==> config.mk <==
export PLATFORM = sky130hd
export DESIGN_NAME = sir_codec
export DESIGN_NICKNAME = d
export VERILOG_FILES = /design/src/rtl/sir_pkg.sv /design/src/rtl/sir_tx_phase.sv /design/src/rtl/sir_lp_timer.sv /design/src/rtl/sir_rx_stretch.sv /design/src/rtl/sir_codec.sv
export SDC_FILE = /design/constraint.sdc
export NUM_CORES = 1
export LEC_CHECK = 0
export BUFFER_PORTS_ARGS = -buffer_cell sky130_fd_sc_hd__buf_4
export CORE_MARGIN = 10
export CORE_UTILIZATION = 50
export DETAILED_ROUTE_END_ITERATION = 10
export GPL_TIMING_DRIVEN = 0
export PLACE_DENSITY = 0.7
export SYNTH_ARGS = -nofsm -noshare
export SYNTH_HDL_FRONTEND = slang
export SYNTH_SLANG_ARGS = --single-unit
==> constraint.sdc <==
create_clock -name clk -period 1.83 [get_ports clk]
set_input_delay 0.0915 -clock clk [delete_from_list [all_inputs] [get_ports clk]]
set_output_delay 0.0915 -clock clk [all_outputs]
set_load 0.02 [all_outputs]
==> src/rtl/sir_pkg.sv <==
package sir_pkg;

  typedef enum logic [1:0] {
    MODE_PASS   = 2'd0,
    MODE_NORMAL = 2'd1,
    MODE_LOWPWR = 2'd2
  } sir_mode_e;

  function automatic sir_mode_e pick_mode(input logic codec_on, input logic lp_on);
    if (!codec_on)  return MODE_PASS;
    else if (lp_on) return MODE_LOWPWR;
    else            return MODE_NORMAL;
  endfunction

endpackage

==> src/rtl/sir_tx_phase.sv <==
module sir_tx_phase #(
  parameter int OVERSAMPLE  = 16,
  parameter int PULSE_START = 7,
  parameter int PULSE_TICKS = 3,
  localparam int PW = $clog2(OVERSAMPLE)
) (
  input  logic          clk,
  input  logic          rst,
  input  logic          tick,
  input  logic          txd,
  output logic [PW-1:0] phase,
  output logic          norm_pulse,
  output logic          lp_start
);

  localparam logic [PW-1:0] LAST_PH  = PW'(OVERSAMPLE - 1);
  localparam logic [PW-1:0] FIRST_ON = PW'(PULSE_START);
  localparam logic [PW-1:0] LAST_ON  = PW'(PULSE_START + PULSE_TICKS - 1);

  logic [PW-1:0] phase_q, phase_d;
  logic          last_q;
  logic          pulse_q;

  // A level change marks tick 0 of a new bit; otherwise count and wrap.
  always_comb begin
    if (txd != last_q)        phase_d = '0;
    else if (phase_q == LAST_PH) phase_d = '0;
    else                      phase_d = phase_q + 1'b1;
  end

  always_ff @(posedge clk) begin
    if (rst) begin
      phase_q <= '0;
      last_q  <= 1'b1;
      pulse_q <= 1'b0;
    end else if (tick) begin
      phase_q <= phase_d;
      last_q  <= txd;
      pulse_q <= !txd && (phase_d >= FIRST_ON) && (phase_d <= LAST_ON);
    end
  end

  assign phase      = phase_q;
  assign norm_pulse = pulse_q;
  assign lp_start   = tick && !txd && (phase_d == FIRST_ON);

endmodule

==> src/rtl/sir_lp_timer.sv <==
module sir_lp_timer #(
  parameter int DIV_W   = 8,
  parameter int PERIODS = 3,
  localparam int CW = $clog2(PERIODS + 1)
) (
  input  logic             clk,
  input  logic             rst,
  input  logic             start,
  input  logic [DIV_W-1:0] div,
  output logic             active,
  output logic [CW-1:0]    period_cnt
);

  localparam logic [CW-1:0] LAST_PER = CW'(PERIODS - 1);

  logic [DIV_W-1:0] div_q;
  logic [DIV_W-1:0] pre_q;
  logic [CW-1:0]    cnt_q;
  logic             act_q;

  always_ff @(posedge clk) begin
    if (rst) begin
      div_q <= '0;
      pre_q <= '0;
      cnt_q <= '0;
      act_q <= 1'b0;
    end else if (start) begin
      // Divisor is captured so a mid-pulse write cannot bend the width.
      div_q <= div;
      pre_q <= '0;
      cnt_q <= '0;
      act_q <= 1'b1;
    end else if (act_q) begin
      if (pre_q == div_q) begin
        pre_q <= '0;
        if (cnt_q == LAST_PER) begin
          act_q <= 1'b0;
          cnt_q <= '0;
        end else begin
          cnt_q <= cnt_q + 1'b1;
        end
      end else begin
        pre_q <= pre_q + 1'b1;
      end
    end
  end

  assign active     = act_q;
  assign period_cnt = cnt_q;

endmodule

==> src/rtl/sir_rx_stretch.sv <==
module sir_rx_stretch #(
  parameter int OVERSAMPLE  = 16,
  parameter int SYNC_STAGES = 2,
  localparam int SCW = $clog2(OVERSAMPLE + 1)
) (
  input  logic           clk,
  input  logic           rst,
  input  logic           tick,
  input  logic           enable,
  input  logic           block,
  input  logic           ir_in,
  output logic           synced,
  output logic           level,
  output logic [SCW-1:0] cnt
);

  localparam logic [SCW-1:0] FULL = SCW'(OVERSAMPLE);

  logic [SYNC_STAGES-1:0] sync_q;
  logic                   prev_q;
  logic [SCW-1:0]         cnt_q;
  logic                   rise;

  for (genvar g = 0; g < SYNC_STAGES; g++) begin : g_sync
    if (g == 0) begin : g_first
      always_ff @(posedge clk) begin
        if (rst) sync_q[0] <= 1'b0;
        else     sync_q[0] <= ir_in;
      end
    end else begin : g_next
      always_ff @(posedge clk) begin
        if (rst) sync_q[g] <= 1'b0;
        else     sync_q[g] <= sync_q[g-1];
      end
    end
  end

  assign synced = sync_q[SYNC_STAGES-1];
  assign rise   = synced && !prev_q;

  always_ff @(posedge clk) begin
    if (rst) begin
      prev_q <= 1'b0;
      cnt_q  <= '0;
    end else begin
      prev_q <= synced;
      if (rise && enable && !block)  cnt_q <= FULL;
      else if (tick && cnt_q != '0)  cnt_q <= cnt_q - 1'b1;
    end
  end

  assign level = (cnt_q == '0);
  assign cnt   = cnt_q;

endmodule

==> src/rtl/sir_codec.sv <==
module sir_codec
  import sir_pkg::*;
#(
  parameter int OVERSAMPLE  = 16,
  parameter int PULSE_START = 7,
  parameter int PULSE_TICKS = 3,
  parameter int LP_PERIODS  = 3,
  parameter int DIV_W       = 8,
  parameter int SYNC_STAGES = 2,
  localparam int PW  = $clog2(OVERSAMPLE),
  localparam int CW  = $clog2(LP_PERIODS + 1),
  localparam int SCW = $clog2(OVERSAMPLE + 1)
) (
  input  logic             clk,
  input  logic             rst,
  input  logic             tick16,
  input  logic             sir_en,
  input  logic             low_power,
  input  logic [DIV_W-1:0] lp_div,
  input  logic             tx_active,
  input  logic             uart_txd,
  output logic             ir_txd,
  input  logic             ir_rxd,
  output logic             uart_rxd
);

  sir_mode_e      mode;
  logic [PW-1:0]  tx_phase;
  logic           norm_pulse;
  logic           lp_kick;
  logic           lp_active;
  logic [CW-1:0]  lp_cnt;
  logic           rx_sync;
  logic           rx_level;
  logic [SCW-1:0] stretch_cnt;
  logic           ir_txd_q;
  logic           uart_rxd_q;

  assign mode = pick_mode(sir_en, low_power);

  sir_tx_phase #(
    .OVERSAMPLE (OVERSAMPLE),
    .PULSE_START(PULSE_START),
    .PULSE_TICKS(PULSE_TICKS)
  ) u_phase (
    .clk       (clk),
    .rst       (rst),
    .tick      (tick16),
    .txd       (uart_txd),
    .phase     (tx_phase),
    .norm_pulse(norm_pulse),
    .lp_start  (lp_kick)
  );

  sir_lp_timer #(
    .DIV_W  (DIV_W),
    .PERIODS(LP_PERIODS)
  ) u_lp (
    .clk       (clk),
    .rst       (rst),
    .start     (lp_kick && mode == MODE_LOWPWR),
    .div       (lp_div),
    .active    (lp_active),
    .period_cnt(lp_cnt)
  );

  sir_rx_stretch #(
    .OVERSAMPLE (OVERSAMPLE),
    .SYNC_STAGES(SYNC_STAGES)
  ) u_rx (
    .clk   (clk),
    .rst   (rst),
    .tick  (tick16),
    .enable(sir_en),
    .block (tx_active),
    .ir_in (ir_rxd),
    .synced(rx_sync),
    .level (rx_level),
    .cnt   (stretch_cnt)
  );

  always_ff @(posedge clk) begin
    if (rst) begin
      ir_txd_q   <= 1'b0;
      uart_rxd_q <= 1'b1;
    end else begin
      case (mode)
        MODE_PASS: begin
          ir_txd_q   <= uart_txd;
          uart_rxd_q <= rx_sync;
        end
        MODE_NORMAL: begin
          ir_txd_q   <= norm_pulse;
          uart_rxd_q <= rx_level;
        end
        default: begin
          ir_txd_q   <= lp_active;
          uart_rxd_q <= rx_level;
        end
      endcase
    end
  end

  assign ir_txd   = ir_txd_q;
  assign uart_rxd = uart_rxd_q;

endmodule

Word level (Yosys, flattened, before mapping):

Cells that the tools add are included.

* logic and storage cells: 60
* flip-flop bits (word level): 35
* output and inout port bits: 2
* input bits: 16

* muxes and demuxes: 14
* order comparisons: 2
* add/subtract/negate cells: 4
* equal/unequal tests: 7
* reductions and logical operators: 19

Operators with widths (number)
* $mux W5: 2
* $logic_and A1 B1 Y1: 9
* $add A8 B1 Y8 const B: 1
* $eq A8 B8 Y1: 1
* $mux W4: 2
* $mux W8: 1
* $mux W2: 3
* $logic_not A5 Y1: 1
* $mux W1: 5
* $reduce_bool A5 Y1: 1
* $sub A5 B1 Y5 const B: 1
* $add A4 B1 Y4 const B: 1
* $eq A2 B2 Y1 const B: 2
* $eq A4 B3 Y1 const B: 1
* $eq A4 B4 Y1 const B: 1
* $ge A4 B3 Y1 const B: 1
* $le A4 B4 Y1 const B: 1
* $reduce_or A2 Y1: 2
* $logic_not A1 Y1: 3
* $add A2 B1 Y2 const B: 1
* $eq A2 B1 Y1 const B: 1
* $logic_not A2 Y1: 1
* $pmux W1 S2: 1
* $reduce_and A2 Y1: 1
* 2 further kinds: 2

Longest topological paths before layout:

* depth after elaboration: 7
* gate-level depth with buffers: 6
* gate-level depth less buffers: 6

By module:

A second synthesis with hierarchy kept.

* cell total of the unflattened synthesis: 170
* area, all modules: 1657.8 µm²

By module, submodules not included
* sir_lp_timer: times used 1, cells an instance 92, seq. area each 380.4 µm², area an instance 913.4 µm²
* sir_rx_stretch: times used 1, cells an instance 33, seq. area each 160.2 µm², area an instance 327.8 µm²
* sir_tx_phase: times used 1, cells an instance 37, seq. area each 120.1 µm², area an instance 327.8 µm²
* sir_codec: times used 1, cells an instance 8, seq. area each 40.0 µm², area an instance 88.8 µm²

Worst setup path after synthesis:

No wires, ideal clock.

* kind: register -> register
* from: register u_phase.phase_q[0], in the netlist u_phase.phase[0]
* to: register u_lp.pre_q[5]
* library setup time: 0.138 ns
* buffers on the path: 1
* clock period less this slack: 1.471 ns
* arrival time: 1.333 ns
* data required time: 1.692 ns
* setup slack: 0.359 ns
* stages on the path, launching flop included: 7
* cell sequence: dfxtp_1 > ha_1 > nor3b_1 > nand4_1 > buf_4 > nand2_2 > a211oi_1

* word-level cells in the longest chain between the ends: 7
* elaborated cells on any way between the ends: 8
* classes of those cells: add/sub: 1; eq/ne: 2; mux: 2; reduce/logical: 3

Ends and longest elaborated chain
* from (decl): line sir_tx_phase.sv:20 `logic [PW-1:0] phase_q, phase_d;`
* from (signal assigned): line sir_tx_phase.sv:37 `phase_q <= phase_d;`
* $add A4 B1 Y4 or $eq A4 B4 Y1 (tied branches): line sir_tx_phase.sv:28, sir_tx_phase.sv:27
* $mux W4 (*): line sir_tx_phase.sv:27 `else if (phase_q == LAST_PH) phase_d = '0;`
* $mux W4 (*): line sir_tx_phase.sv:26 `if (txd != last_q) phase_d = '0;`
* $eq A4 B3 Y1 (*): line sir_tx_phase.sv:45 `assign lp_start = tick && !txd && (phase_d == FIRST_ON);`
* $logic_and A1 B1 Y1 (*): line sir_tx_phase.sv:45
* $logic_and A1 B1 Y1 (*): line sir_codec.sv:61 `.start (lp_kick && mode == MODE_LOWPWR),`
* $reduce_or A2 Y1 (no line) (*)
* to (signal assigned): line sir_lp_timer.sv:43 `pre_q <= pre_q + 1'b1;`
* to (decl): line sir_lp_timer.sv:17 `logic [DIV_W-1:0] pre_q;`

Every way passes the cells marked *; elsewhere a longest branch is shown, timed or not.
A chain may end at the register's enable or synchronous reset.

Final worst setup path:

* from: register u_lp.pre_q[1]
* to: register u_lp.act_q, in the netlist u_lp.active

* word-level cells in the longest chain between the ends: 4

Ends and longest elaborated chain
* $eq A8 B8 Y1: line sir_lp_timer.sv:34 `if (pre_q == div_q) begin`
* $mux W1: line sir_lp_timer.sv:34
* $mux W1: line sir_lp_timer.sv:33 `end else if (act_q) begin`
* $mux W1: line sir_lp_timer.sv:27 `end else if (start) begin`
* to (signal assigned): line sir_lp_timer.sv:26 `act_q <= 1'b0;`
* to (signal assigned): line sir_lp_timer.sv:32 `act_q <= 1'b1;`
* to (signal assigned): line sir_lp_timer.sv:37 `act_q <= 1'b0;`
* to (decl): line sir_lp_timer.sv:19 `logic act_q;`

No other way between the ends.

==> impl_metrics.env <==
export IMPL_io_buffers=16
export IMPL_wl_per_cell_um=14.0
export IMPL_syn2layout_area_growth_pct=22.8
export IMPL_p_total_mw=1.67
export IMPL_antenna_found_initial=0
export IMPL_critPathLaunchType="flip-flop"
export IMPL_fin_area_sq_um=2030
export IMPL_clk_path_buf_depth=2
export IMPL_numClockSinks=35
export IMPL_route_detailed_drc=0
export IMPL_crit_fanout=9
export IMPL_setup_viol=0
export IMPL_p_leak_nw=0.803
export IMPL_synth_nets=199
export IMPL_critical_path_max_stage_delay_ps=480
export IMPL_avgViaCountPerCell=5.44
export IMPL_io_pins=18
export IMPL_ys_seq_area_share_pct=42.3
export IMPL_yosysWarnings=0
export IMPL_ir_drop_mv=0.740
export IMPL_period_needed_ps=1680
export IMPL_crit_chain="xnor2_2, nand4_1, o41ai_2, a21oi_1"
export IMPL_grt_max_degree=11
export IMPL_cp_required_ps=2040
export IMPL_cts_root_buf="clkbuf_4"
export IMPL_endpoint_kind="flip-flop"
export IMPL_synth_cells=180
export IMPL_drt_iter0_drc=139
export IMPL_diodes=0
export IMPL_ys_ff_latch=35
export IMPL_final_hold_viol_count=0
export IMPL_num_fill_cells=279
export IMPL_synth_edf_count=0
export IMPL_nets=234
export IMPL_slew_headroom_pct=67.4
export IMPL_antenna_left=0
export IMPL_hold_depth=3
export IMPL_mappedNetlistArea_sq_um=1660
export IMPL_grt_use_total_pct=12.6
export IMPL_cp_num_cells=4
export IMPL_slowest_stage="dfxtp_1"
export IMPL_cp_arrival_ps=1890
export IMPL_hold_class="in2reg"
export IMPL_ys_async_sr_fraction_pct=0
export IMPL_drt_pass1_iterations=4
export IMPL_vias=1414
export IMPL_grt_pass1_vias=1343
export IMPL_wl_mm=3.64
export IMPL_die_w_um=77.5
export IMPL_dp_hpwl_mm=2.56
export IMPL_final_util_pct=65.5
export IMPL_crit_family="compound AO/OA/AOI/OAI gates"
export IMPL_htree_levels=2
export IMPL_dieArea_sq_um=6010
export IMPL_fp_row_count=20
export IMPL_status="finished clean"
export IMPL_maxCapViolCount=0
export IMPL_start_util_pct=53.3
export IMPL_tightest_slew_ps=489
export IMPL_clkLatencyLatePin_ps=340
export IMPL_synth_distinct_cells=46
export IMPL_placed_area_sq_um=1830
export IMPL_place_congestion=0.858
export IMPL_fp_dieH_um=77.5
export IMPL_cts_tree="yes"
export IMPL_skew_ps=14.8
export IMPL_postCtsSetupRepairBufs=0
export IMPL_power_per_cell_area_nw_per_um2=821
export IMPL_crit_type="reg2reg"
export IMPL_period_share_pct=91.7
export IMPL_drive_gt1_share_pct=18.1
export IMPL_gr_total_overflow=0
export IMPL_core_area_sq_um=3100
export IMPL_clock_fmax_ghz=0.596
export IMPL_avgSynthCellArea_sq_um=9.20
export IMPL_r2r_cells=4
export IMPL_crit_buf_inv=0
export IMPL_cts_buffers_inserted=5
export IMPL_ys_flop_type="dfxtp_1"
export IMPL_maxSlewViolCount=0
export IMPL_path_clk_slew_ps=110
export IMPL_grt_pass1_wl_mm=6.25
## metal layers
metal / track usage [%] / share of wire (%)
met2: 19.2 / 48
met1: 15.4 / 47
met3: 5.07 / 4.4
met5: 0 / 0
met4: 4.74 / 0.58
## final timing paths
check,startpoint,endpoint,slack (ps)
max reg2reg,u_lp.pre_q[1]$_SDFFE_PP0P_,u_lp.active$_SDFF_PP0_,150
max,u_lp.pre_q[1]$_SDFFE_PP0P_,u_lp.active$_SDFF_PP0_,150
min,tick16,u_phase.phase[1]$_SDFFE_PP0P_,110
min reg2reg,u_rx.sync_q[0]$_SDFF_PP0_,u_rx.synced$_SDFF_PP0_,440
## synth_stat cells (3+ instances only)
library cell | number | share of area (%)
mux2i_1 | 11 | 6.7
o211ai_1 | 3 | 1.4
nand2_1 | 12 | 2.7
xor2_1 | 4 | 2.1
inv_1 | 5 | 1.1
a21oi_1 | 10 | 3.0
nor2_1 | 21 | 4.8
nor2b_1 | 6 | 2.3
ha_1 | 3 | 2.3
dfxtp_1 | 35 | 42
nand3_1 | 9 | 2.7
nand4_1 | 6 | 2.3
xnor2_1 | 11 | 5.8
a211oi_1 | 5 | 2.3
nor3_1 | 3 | 0.91
## power breakdown
part | internal (mW) | switching (mW)
Clock | 0.226 | 0.253
Sequential | 0.812 | 0.0421
Combinational | 0.177 | 0.157
## worst reg2reg max path, stage by stage, from the launching register on
cell and delay [ps]:
dfxtp_1 480, xnor2_2 150, nand4_1 410, o41ai_2 420, a21oi_1 100
## final cells by class
type	instances	area, sq um	area share [%]
well taps	44	55.1	2.71
repair buffers	28	240	11.8
multi-input cells	134	921	45.3
flip-flops and latches	35	701	34.5
inverters	6	22.5	1.11
clock buffers	8	68.8	3.39
plain buffers	5	23.8	1.17
## per-stage QoR
| step | hold slack [ps] | setup TNS [ps] | std cells | setup WS (ps) |
|---|---|---|---|---|
| global placement | 308 | 0 | 240 | 158 |
| floorplan | 187 | 0 | 180 | 359 |
| CTS | 85.4 | 0 | 260 | 101 |
| finish | 106 | 0 | 260 | 151 |
| detailed placement | 317 | 0 | 240 | 140 |
| global route | 89.9 | -4.05 | 260 | -4.05 |
## cells by family after synthesis
| kind of cell | synth area share [%] |
|---|---|
| AO/OA/AOI/OAI | 12.4 |
| XOR/XNOR | 9.90 |
| adder cells (fa/ha/maj) | 2.27 |
| buffers and inverters | 2.80 |
| flip-flops | 42.3 |
| multiplexers | 7.33 |
| AND/OR/NAND/NOR | 23.0 |
## state kept, by name (all words and copies together) (netlist names)
name and flops:
u_lp.div_q 8, u_lp.pre_q 8, u_rx.cnt 5, u_phase.phase 4
u_lp.period_cnt 2, ir_txd 1, u_lp.active 1, u_phase.last_q 1
u_phase.norm_pulse 1, u_rx.prev_q 1, u_rx.sync_q 1, u_rx.synced 1
uart_rxd 1
## layout by cell type, fill, tap and decap left out, types with 3 or more instances in the layout
cell type / synthesis / layout
buf_4: 1 / 17
dlygate4sd3_1: 0 / 12
clkbuf_4: 0 / 5
o211ai_1: 3 / 3
dfxtp_1: 35 / 35
nand4_1: 6 / 6
nand3_1: 9 / 9
xnor2_1: 11 / 11
nand2_1: 12 / 12
mux2i_1: 11 / 11
inv_1: 5 / 5
a211oi_1: 5 / 5
ha_1: 3 / 3
nor3_1: 3 / 3
nor2b_1: 6 / 6
nor2_1: 21 / 21
a21oi_1: 10 / 10
xor2_1: 4 / 3
## timing repair
item | 4_1_cts | 5_1_grt
hold endpoints to repair | 13 | 0
gates resized for setup | 0 | 2
hold buffers | 12 | 0
endpoints found under the setup margin | 0 | 6
Note: power is estimated with default switching activity, not from simulation.
